===== src/rtl/scu_pkg.sv =====
`timescale 1ns/1ps
package scu_pkg;
  // command op codes
  localparam logic [2:0] OP_START  = 3'd0;
  localparam logic [2:0] OP_RESUME = 3'd1;
  localparam logic [2:0] OP_HALT   = 3'd2;
  localparam logic [2:0] OP_CLEAR  = 3'd3;
  localparam logic [2:0] OP_CANCEL = 3'd4;
  localparam logic [2:0] OP_TEST   = 3'd5;

  // execution outcomes
  localparam logic [2:0] RS_DONE = 3'd0;
  localparam logic [2:0] RS_REJ  = 3'd1;
  localparam logic [2:0] RS_DERR = 3'd2;
  localparam logic [2:0] RS_PERR = 3'd3;
  localparam logic [2:0] RS_SUSP = 3'd4;
  localparam logic [2:0] RS_BUSY = 3'd5;

  // condition codes
  localparam logic [1:0] CC_OK   = 2'd0;
  localparam logic [1:0] CC_PEND = 2'd1;
  localparam logic [1:0] CC_BUSY = 2'd2;
  localparam logic [1:0] CC_NOP  = 2'd3;

  // function bit positions
  localparam int FN_START = 0;
  localparam int FN_HALT  = 1;
  localparam int FN_CLEAR = 2;

  // activity bit positions
  localparam int AC_RES = 0;
  localparam int AC_STP = 1;
  localparam int AC_SUS = 4;
  localparam int AC_SCA = 5;
  localparam int AC_DVA = 6;

  // status bit values
  localparam logic [4:0] ST_PEND = 5'b00001;
  localparam logic [4:0] ST_SEC  = 5'b00010;
  localparam logic [4:0] ST_PRI  = 5'b00100;
  localparam logic [4:0] ST_INT  = 5'b01000;
  localparam logic [4:0] ST_ALR  = 5'b10000;

  localparam logic [7:0] DS_CE   = 8'h08;
  localparam logic [7:0] DS_DE   = 8'h04;
  localparam logic [7:0] DS_UC   = 8'h02;
  localparam logic [7:0] CS_PCHK = 8'h20;
  localparam logic [7:0] CS_DCHK = 8'h08;
  localparam logic [7:0] SENSE_REJ = 8'h80;

  typedef struct packed {
    logic [2:0] fctl;
    logic [6:0] actl;
    logic [4:0] stctl;
    logic [7:0] dstat;
    logic [7:0] cstat;
    logic [1:0] dcc;
    logic [7:0] sense0;
  } sw_t;
endpackage


===== src/rtl/scu_cc_eval.sv =====
`timescale 1ns/1ps
module scu_cc_eval
  import scu_pkg::*;
(
  input  logic       oper_ok,
  input  logic [2:0] op,
  input  logic [2:0] fctl,
  input  logic [4:0] stctl,
  input  logic       act_res,
  input  logic       act_stp,
  input  logic       act_sus,
  input  logic       act_sca,
  output logic [1:0] cc
);
  logic start_only;
  logic halt_stat_block;

  assign start_only      = (fctl == 3'b001);
  assign halt_stat_block = (stctl == ST_PEND) || |(stctl & (ST_PRI | ST_SEC | ST_ALR));

  always_comb begin
    cc = CC_OK;
    if (!oper_ok) begin
      cc = CC_NOP;
    end else begin
      case (op)
        OP_START:  if (stctl[0]) cc = CC_PEND;
                   else if (|fctl) cc = CC_BUSY;
        OP_RESUME: if (stctl[0]) cc = CC_PEND;
                   else if (!start_only || act_res || !act_sus) cc = CC_BUSY;
        OP_HALT:   if (halt_stat_block) cc = CC_PEND;
                   else if (fctl[FN_HALT] || fctl[FN_CLEAR]) cc = CC_BUSY;
        OP_CLEAR:  cc = CC_OK;
        OP_CANCEL: if (!start_only || !(act_res || act_stp || act_sus) || act_sca) cc = CC_BUSY;
                   else if (|stctl) cc = CC_PEND;
        OP_TEST:   if (!stctl[0]) cc = CC_PEND;
        default:   cc = CC_NOP;
      endcase
    end
  end
endmodule


===== src/rtl/scu_next_state.sv =====
`timescale 1ns/1ps
module scu_next_state
  import scu_pkg::*;
#(
  parameter int PATH_W = 8,
  parameter logic [PATH_W-1:0] PATH_SEL = 8'h80
) (
  input  logic              cmd_fire,
  input  logic [2:0]        op,
  input  logic [PATH_W-1:0] lpm,
  input  logic [1:0]        cc,
  input  logic              exec_valid,
  input  logic [2:0]        exec_result,
  input  logic              exec_active,
  input  sw_t               cur,
  output sw_t               nxt
);
  logic outcome_ok;
  logic inter_only;

  assign outcome_ok = exec_valid && !cmd_fire && cur.fctl[FN_START] &&
                      (cur.actl[AC_STP] || cur.actl[AC_RES]) && !cur.stctl[0] &&
                      (exec_result <= RS_BUSY);
  assign inter_only = (cur.stctl == (ST_INT | ST_PEND)) && !cur.fctl[FN_HALT];

  always_comb begin
    nxt = cur;
    if (cmd_fire) begin
      if (cc == CC_OK) begin
        case (op)
          OP_START: begin
            nxt.fctl[FN_START] = 1'b1;
            nxt.actl[AC_STP]   = 1'b1;
            if ((lpm & PATH_SEL) == '0) begin
              nxt.dcc   = 2'd3;
              nxt.stctl = ST_ALR | ST_PEND;
            end
          end
          OP_RESUME: nxt.actl[AC_RES] = 1'b1;
          OP_HALT: begin
            nxt.fctl[FN_HALT]  = 1'b1;
            nxt.fctl[FN_START] = 1'b0;
            nxt.stctl          = cur.stctl | ST_PEND;
            if (cur.actl[AC_SCA] || cur.actl[AC_DVA] ||
                !(cur.actl[AC_STP] || cur.actl[AC_SUS]))
              nxt.dstat = DS_DE;
          end
          OP_CLEAR: begin
            nxt.fctl  = 3'b100;
            nxt.actl  = '0;
            nxt.stctl = ST_PEND;
            nxt.dstat = '0;
            nxt.cstat = '0;
            nxt.dcc   = '0;
          end
          OP_CANCEL: begin
            nxt.fctl[FN_START] = 1'b0;
            nxt.actl[AC_RES]   = 1'b0;
            nxt.actl[AC_STP]   = 1'b0;
            nxt.actl[AC_SUS]   = 1'b0;
          end
          OP_TEST: begin
            nxt.stctl = '0;
            if (inter_only) begin
              nxt.actl[AC_RES] = 1'b0;
            end else begin
              nxt.fctl   = '0;
              nxt.actl   = '0;
              nxt.dstat  = '0;
              nxt.cstat  = '0;
              nxt.dcc    = '0;
              nxt.sense0 = '0;
            end
          end
          default: ;
        endcase
      end
    end else if (outcome_ok) begin
      nxt.actl[AC_RES] = 1'b0;
      nxt.actl[AC_SUS] = 1'b0;
      case (exec_result)
        RS_DONE: begin
          nxt.actl[AC_STP] = 1'b0;
          nxt.stctl = ST_PRI | ST_SEC | ST_PEND;
          nxt.dstat = DS_CE | DS_DE;
        end
        RS_REJ: begin
          nxt.actl[AC_STP] = 1'b0;
          nxt.stctl  = ST_PRI | ST_SEC | ST_ALR | ST_PEND;
          nxt.dstat  = DS_UC;
          nxt.sense0 = SENSE_REJ;
        end
        RS_DERR, RS_PERR: begin
          nxt.actl[AC_STP] = 1'b0;
          nxt.stctl = ST_PRI | ST_SEC | ST_ALR | ST_PEND;
          nxt.cstat = (exec_result == RS_DERR) ? CS_DCHK : CS_PCHK;
        end
        RS_SUSP: begin
          nxt.actl[AC_STP] = 1'b0;
          nxt.actl[AC_SUS] = 1'b1;
          nxt.stctl = ST_INT | ST_PEND;
        end
        default: begin
          nxt.dcc   = 2'd1;
          nxt.stctl = ST_ALR | ST_PEND;
        end
      endcase
    end
    nxt.actl[AC_SCA] = exec_active && (nxt.actl[AC_STP] || nxt.actl[AC_RES]);
    nxt.actl[AC_DVA] = exec_active && (nxt.actl[AC_STP] || nxt.actl[AC_RES]);
  end
endmodule


===== src/rtl/scu_irq_port.sv =====
`timescale 1ns/1ps
module scu_irq_port #(
  parameter int CSS_W = 8,
  parameter int SS_W  = 2
) (
  input  logic              clk,
  input  logic              rst_n,
  input  logic              raise,
  input  logic              multi_css,
  input  logic [CSS_W-1:0]  cssid,
  input  logic [SS_W-1:0]   ssid,
  input  logic              irq_ready,
  output logic              irq_valid,
  output logic [CSS_W+7:0]  irq_id
);
  localparam int ID_W = CSS_W + 8;

  logic [ID_W-1:0] id_word;

  always_comb begin
    id_word = ID_W'({ssid, 1'b1});
    if (multi_css)
      id_word = id_word | ID_W'(8) | {cssid, 8'h00};
  end

  always_ff @(posedge clk or negedge rst_n) begin
    if (!rst_n) begin
      irq_valid <= 1'b0;
      irq_id    <= '0;
    end else if (raise) begin
      irq_valid <= 1'b1;
      irq_id    <= id_word;
    end else if (irq_valid && irq_ready) begin
      irq_valid <= 1'b0;
    end
  end


  irq_hold_chk: assert property (@(posedge clk) disable iff (!rst_n)
    (irq_valid && !irq_ready && !raise) |=> (irq_valid && $stable(irq_id)));
endmodule


===== src/rtl/scu_fcu.sv =====
`timescale 1ns/1ps
module scu_fcu
  import scu_pkg::*;
#(
  parameter int CSS_W  = 8,
  parameter int SS_W   = 2,
  parameter int PATH_W = 8,
  parameter logic [PATH_W-1:0] PATH_SEL = 8'h80
) (
  input  logic              clk,
  input  logic              rst_n,
  input  logic              cfg_dev_valid,
  input  logic              cfg_enabled,
  input  logic              cfg_multi_css,
  input  logic [CSS_W-1:0]  cfg_cssid,
  input  logic [SS_W-1:0]   cfg_ssid,
  input  logic              cmd_valid,
  input  logic [2:0]        cmd_op,
  input  logic [PATH_W-1:0] cmd_lpm,
  output logic              rsp_valid,
  output logic [1:0]        rsp_cc,
  input  logic              exec_valid,
  input  logic [2:0]        exec_result,
  input  logic              exec_active,
  output logic [2:0]        sw_fctl,
  output logic [6:0]        sw_actl,
  output logic [4:0]        sw_stctl,
  output logic [7:0]        sw_dstat,
  output logic [7:0]        sw_cstat,
  output logic [1:0]        sw_dcc,
  output logic [7:0]        sw_sense0,
  output logic              irq_valid,
  input  logic              irq_ready,
  output logic [CSS_W+7:0]  irq_id
);
  sw_t        cur, nxt;
  logic [1:0] cc;
  logic       oper_ok;
  logic       pend_rise;

  assign oper_ok = cfg_dev_valid && cfg_enabled;

  scu_cc_eval u_cc (
    .oper_ok (oper_ok),
    .op      (cmd_op),
    .fctl    (cur.fctl),
    .stctl   (cur.stctl),
    .act_res (cur.actl[AC_RES]),
    .act_stp (cur.actl[AC_STP]),
    .act_sus (cur.actl[AC_SUS]),
    .act_sca (cur.actl[AC_SCA]),
    .cc      (cc)
  );

  scu_next_state #(.PATH_W(PATH_W), .PATH_SEL(PATH_SEL)) u_ns (
    .cmd_fire    (cmd_valid),
    .op          (cmd_op),
    .lpm         (cmd_lpm),
    .cc          (cc),
    .exec_valid  (exec_valid),
    .exec_result (exec_result),
    .exec_active (exec_active),
    .cur         (cur),
    .nxt         (nxt)
  );

  assign pend_rise = nxt.stctl[0] && !cur.stctl[0];

  scu_irq_port #(.CSS_W(CSS_W), .SS_W(SS_W)) u_irq (
    .clk       (clk),
    .rst_n     (rst_n),
    .raise     (pend_rise),
    .multi_css (cfg_multi_css),
    .cssid     (cfg_cssid),
    .ssid      (cfg_ssid),
    .irq_ready (irq_ready),
    .irq_valid (irq_valid),
    .irq_id    (irq_id)
  );

  always_ff @(posedge clk or negedge rst_n) begin
    if (!rst_n) begin
      cur       <= '0;
      rsp_valid <= 1'b0;
      rsp_cc    <= CC_OK;
    end else begin
      cur       <= nxt;
      rsp_valid <= cmd_valid;
      if (cmd_valid) rsp_cc <= cc;
    end
  end

  assign sw_fctl   = cur.fctl;
  assign sw_actl   = cur.actl;
  assign sw_stctl  = cur.stctl;
  assign sw_dstat  = cur.dstat;
  assign sw_cstat  = cur.cstat;
  assign sw_dcc    = cur.dcc;
  assign sw_sense0 = cur.sense0;


  rsp_follow_chk: assert property (@(posedge clk) disable iff (!rst_n)
    cmd_valid |=> rsp_valid);

  rsp_quiet_chk: assert property (@(posedge clk) disable iff (!rst_n)
    !cmd_valid |=> !rsp_valid);

  not_oper_chk: assert property (@(posedge clk) disable iff (!rst_n)
    (cmd_valid && !(cfg_dev_valid && cfg_enabled)) |=> (rsp_cc == CC_NOP && $stable(sw_fctl)));

  clear_word_chk: assert property (@(posedge clk) disable iff (!rst_n)
    (cmd_valid && cmd_op == OP_CLEAR && cfg_dev_valid && cfg_enabled) |=>
    (sw_fctl == 3'b100 && sw_actl == 7'd0 && sw_stctl == ST_PEND));

  test_idle_chk: assert property (@(posedge clk) disable iff (!rst_n)
    (cmd_valid && cmd_op == OP_TEST && cfg_dev_valid && cfg_enabled && !sw_stctl[0]) |=>
    (rsp_cc == CC_PEND));

  done_final_chk: assert property (@(posedge clk) disable iff (!rst_n)
    (exec_valid && !cmd_valid && exec_result == RS_DONE && sw_fctl[0] && sw_actl[1] && !sw_stctl[0]) |=>
    (sw_stctl == (ST_PRI | ST_SEC | ST_PEND) && sw_dstat == 8'h0C && !sw_actl[1]));
endmodule


===== config.mk =====
export PLATFORM = sky130hd
export DESIGN_NAME = scu_fcu
export DESIGN_NICKNAME = d
export VERILOG_FILES = /design/src/rtl/scu_pkg.sv /design/src/rtl/scu_cc_eval.sv /design/src/rtl/scu_next_state.sv /design/src/rtl/scu_irq_port.sv /design/src/rtl/scu_fcu.sv
export SDC_FILE = /design/constraint.sdc
export NUM_CORES = 1
export LEC_CHECK = 0
export ABC_CLOCK_PERIOD_IN_PS = 2960
export BUFFER_PORTS_ARGS = -buffer_cell sky130_fd_sc_hd__clkbuf_2
export CAP_MARGIN = 20
export CORE_ASPECT_RATIO = 1.75
export CORE_MARGIN = 2
export CORE_UTILIZATION = 40
export CTS_CLUSTER_DIAMETER = 100
export DETAILED_ROUTE_END_ITERATION = 10
export PLACE_DENSITY = 0.72
export SYNTH_ARGS = -nofsm -noshare
export SYNTH_HDL_FRONTEND = slang
export SYNTH_HIERARCHICAL = 1
export SYNTH_SLANG_ARGS = --single-unit

===== constraint.sdc =====
create_clock -name clk -period 2.96 [get_ports clk]
set_input_delay 0.444 -clock clk [delete_from_list [all_inputs] [get_ports clk]]
set_output_delay 0.444 -clock clk [all_outputs]
set_load 0.005 [all_outputs]

; ---- Yosys cells after proc, flatten, opt, wreduce, memory -nomap -nowiden
; Cells that the tools add are included.
[op_classes]
order_cmp = 1
eq_ne = 25
muxes = 44
n_bitwise = 1
reduce_logical = 59
[ops]
columns = op, count
row1 = 33-bit 2-to-1 mux, 2
row2 = 36-bit 2-to-1 mux, 1
row3 = 8-bit 2-to-1 mux, 4
row4 = 8-bit case mux with 2 select lines, 2
row5 = 26-bit 2-to-1 mux, 1
row6 = 8-bit case mux with 3 select lines, 1
row7 = 2-bit 2-to-1 mux, 10
row8 = 5-bit case mux with 4 select lines, 1
row9 = 16-bit 2-to-1 mux, 1
row10 = 4-bit by 16-bit OR with 16-bit output, 1
row11 = 4-bit AND reduction, 4
row12 = 5-bit case mux with 3 select lines, 1
row13 = 5-bit AND reduction, 3
row14 = 3-bit OR reduction, 5
row15 = 3-bit by 2-bit equality test with 1-bit output (second input constant), 4
row16 = 1-bit logical OR, 12
row17 = 2-bit case mux with 6 select lines, 1
row18 = 6-bit AND reduction, 2
row19 = 1-bit logical AND, 10
row20 = 2-bit nonzero test, 5
row21 = 5-bit OR reduction, 2
row22 = 3-bit by 1-bit equality test with 1-bit output (second input constant), 3
row23 = 3-bit equality test (second input constant), 3
row24 = 9-bit 2-to-1 mux, 1
row25 = 22 further kinds, 50
[word_totals]
regBits = 60
out_inout_bits = 61
wordCells = 146

; ---- Logic depth before layout (Yosys ltp)
[depth]
depth_word = 13
depth_mapped = 13
depth_no_buf = 11

; ---- Modules after synthesis
; The synthesis kept the hierarchy.
[modules_own_cells]
columns = mod, instances, cells_per_inst, area_each_um2
row1 = scu_fcu, 1, 48, 1136.1
row2 = scu_next_state, 1, 145, 900.9
row3 = scu_irq_port, 1, 51, 549.3
row4 = scu_cc_eval, 1, 22, 148.9

; ---- Worst setup path after synthesis
; No wires, ideal clock.
[synth_timing]
kind = register -> register
startpoint = reg, netlist name sw_stctl[1]
endpoint = reg u_irq.irq_id[2]
setup_ps = 125
arrival_ps = 2923
slack_ps = -88
path_stages_with_launch = 12
n_path_buf = 2
synth_period_minus_slack_ps = 3048
cell_sequence = dfrtp_1 or3_4 o311ai_1 nand4_1 or3b_2 clkbuf_2 nor2_1 a21oi_1 a21oi_1 nor2b_1 buf_6 mux2_4
[synth_rtl]
columns = item, line_no
row1 = to (signal assigned), scu_irq_port.sv:32  ; irq_id <= id_word;
row2 = to (decl), scu_irq_port.sv:14  ; output logic [CSS_W+7:0] irq_id

==> metrics.yaml <==
pwr:
  leakage_nw: 1.828
  power_density_nw_per_um2: 642.7
  ir_drop_mv: 0.5480
floorplan:
  start_util_pct: 41.52
  fp.dieW_um: 66.51
  die_height_um: 113.4
  dieArea_sq_um: 7542
  core-area_sq_um: 6588
  io_pins: 94
  fp-row-count: 39
logic_synthesis:
  async_flop_share_pct: 100.0
  ys_types: 61
  ys_seq_area_share_pct: 52.15
  synth.area.top_cells: "dfrtp_1 52%, o21ai_0 4.0%, a21oi_1 2.9%, and2_1 2.7%, nor2_1 2.7%"
  synth_top_area_cell: "dfrtp_1"
  yosysWarnings: 6
  avgSynthCellArea_sq_um: 10.28
  yosys.area.top_type_share_pct: 52.15
  syn-cell-area_sq_um: 2735
  ys.flop_type: "dfrtp_1"
  ys_ff_latch: 57
  netlist_instances: 266
  synth_edf_count: 0
timing:
  worst_pin_slew_ns: 0.9448
  finalSetupTns_ns: 0
  min_period_ns: 2.737
  fin_worst_skew_ns: 0.008941
  slew_headroom_pct: 37.01
  setup_violations: 0
  hold_slack_ns: 0.2587
  rsz0062_at_grt: "false"
  hold_viol_final: 0
  max_freq_mhz: 365.4
  setup_ws_ns: 0.2234
  min_period_over_period_pct: 92.45
  slew_viol_final: 0
hold_path:
  min_path_type: "input pin to asynchronous set/reset pin"
worst_setup_path:
  critPathMaxFanout: 7
  cp-start-kind: "flip-flop"
  cp.arrival_ns: 2.94
  crit_required_ns: 3.17
  crit_type: "flip-flop to flip-flop"
  end_kind: "flip-flop"
clock_network:
  clk_latency_ns: 0.32
  ctsHoldBuffers: 0
  h-tree-depth: 3
  cts_tree: "built"
  clock-sinks: 57
  cts_root_buf: "clkbuf_16"
  clkTransAtPathRegs_ns: 0.05
  numCtsBuffers: 9
  cts_max_path_buffers: 2
placement:
  dp_slack_ns: 0.04991
  gp_congestion: 0.8422
  place_area_sq_um: 3329
  numPortBuffers: 82
  post-dp-hpwl_um: 5427
  place_inst: 439
final_layout:
  final_nets: 403
  fillers: 610
  layout.cells.non_filler: 456
  postLayoutCellArea_sq_um: 3655
  antennaDiodeCount: 0
  layout_common_cells: "82 x clkbuf_2, 57 x dfrtp_1, 23 x buf_4, 21 x o21ai_0, 18 x nor2_1"
  multi_input_area_sq_um: 1186
  drive_gt1_share_pct: 37.70
  final_common_cell: "clkbuf_2"
  syn_to_final_growth_pct: 33.62
  regArea_sq_um: 1426
routing:
  wl_per_cell_um: 15.61
  antenna_left: 0
  drcViolationCount: 0
  firstDrtPassIters: 4
  drt_wl_total_um: 7117
  vias_per_cell: 5.276
  drt_iter0_markers: 92
  vias: 2406
global_route:
  overflow: 0
  grt_usage_pct: 20.87
  grt_pass1_vias: 2491
  grt_pass1_wl_um: 11830
  grt_max_degree: 41
  grt_antenna_before_repair: 0
run:
  maxCapViolCount: 0
outcome:
  status: "finished clean"
layer usage:
layer	vias to the layer above	share of wire, %	GRT usage [%]
met5	-	0	0
met4	0	3.9	12.11
met3	19	5.7	5.128
met2	87	55	36.27
met1	1155	36	22.29
li1	1145	-	-
cell usage after synthesis (all sizes together) (2+ instances only):
library cell and instances:
or3b 2, clkbuf 4, a21o 2, dfrtp 57
o211ai 3, nor4 3, buf 11, and2 13
inv 16, nand2 17, or3 5, or2 2
o21ai 23, nor3 7, a211o 2, o21a 2
nand3 9, and4bb 3, or4 2, nand2b 4
a22oi 2, o22ai 2, o31ai 3, nor2b 2
mux2 5, nor3b 6, nor2 20, a21oi 17
mux2i 3
final cells by class:
cell class                      count  share of cell area [%]
Sequential cell                    57                   39.03
Tap cell                           82                   2.807
Clock inverter                      3                   1.096
Clock buffer                       12                   7.018
Timing Repair Buffer              105                   15.95
Inverter                           16                   1.643
Multi-Input combinational cell    181                   32.45
final timing paths:
kind,start,end,slack [ns],depth (start not counted)
min in group clk,exec_active,sw_actl[5],0.35,2
setup / recovery,sw_stctl[1],u_irq/irq_id[2],0.22,10
setup reg to reg,sw_stctl[1],u_irq/irq_id[2],0.22,10
hold reg to reg,u_irq/irq_id[0],u_irq/irq_id[0],0.47,1
max in group asynchronous,rst_n,sw_dstat[4],1.98,2
hold / removal,rst_n,u_irq/irq_valid,0.26,1
cells by family (layout without fill, tap and decap cells):
kind of cell           Yosys count  after routing  synth area share (%)
other                            1              4                0.1371
flip-flops                      57             57                 52.15
multiplexers                     8              8                 3.431
AND/OR/NAND/NOR                102            102                 22.60
AO/OA/AOI/OAI                   67             67                 15.92
buffers and inverters           31            136                 5.764
per-stage QoR:
stage               power [W]  utilization, %
floorplan            0.001140               -
global placement     0.001322           50.54
detailed placement   0.001337           50.54
CTS                  0.002362           55.04
global route         0.002457           55.48
finish               0.002349           55.48
report_power, final:
part | internal, W | leakage (nW) | switching (W)
Sequential | 0.000879 | 0.757 | 0.0000575
Combinational | 0.000195 | 0.923 | 0.000204
Clock | 0.000687 | 0.148 | 0.000326
Total | 0.00176 | 1.83 | 0.000587
registers in the layout (all words and copies together), names as in the netlist:
signal / cells
u_irq/irq_id: 12
sw_dcc: 2
sw_cstat: 8
sw_sense0: 8
sw_dstat: 8
sw_actl: 7
rsp_valid: 1
rsp_cc: 2
u_irq/irq_valid: 1
sw_fctl: 3
sw_stctl: 5
critical path, stage by stage (launching register included):
cell and delay (ns):
dfrtp_1 0.37, or3_4 0.40, o311ai_1 0.23, nand4_1 0.14, or3b_4 0.41, nor2_4 0.12
a21oi_1 0.09, a21oi_2 0.16, nor2b_4 0.26, buf_4 0.16, mux2_4 0.28
what timing repair did:
item,CTS,global route
resized for setup,0,5
setup endpoints to repair,0,12
buffers inserted,0,2
(Power assumes the default switching activity.)
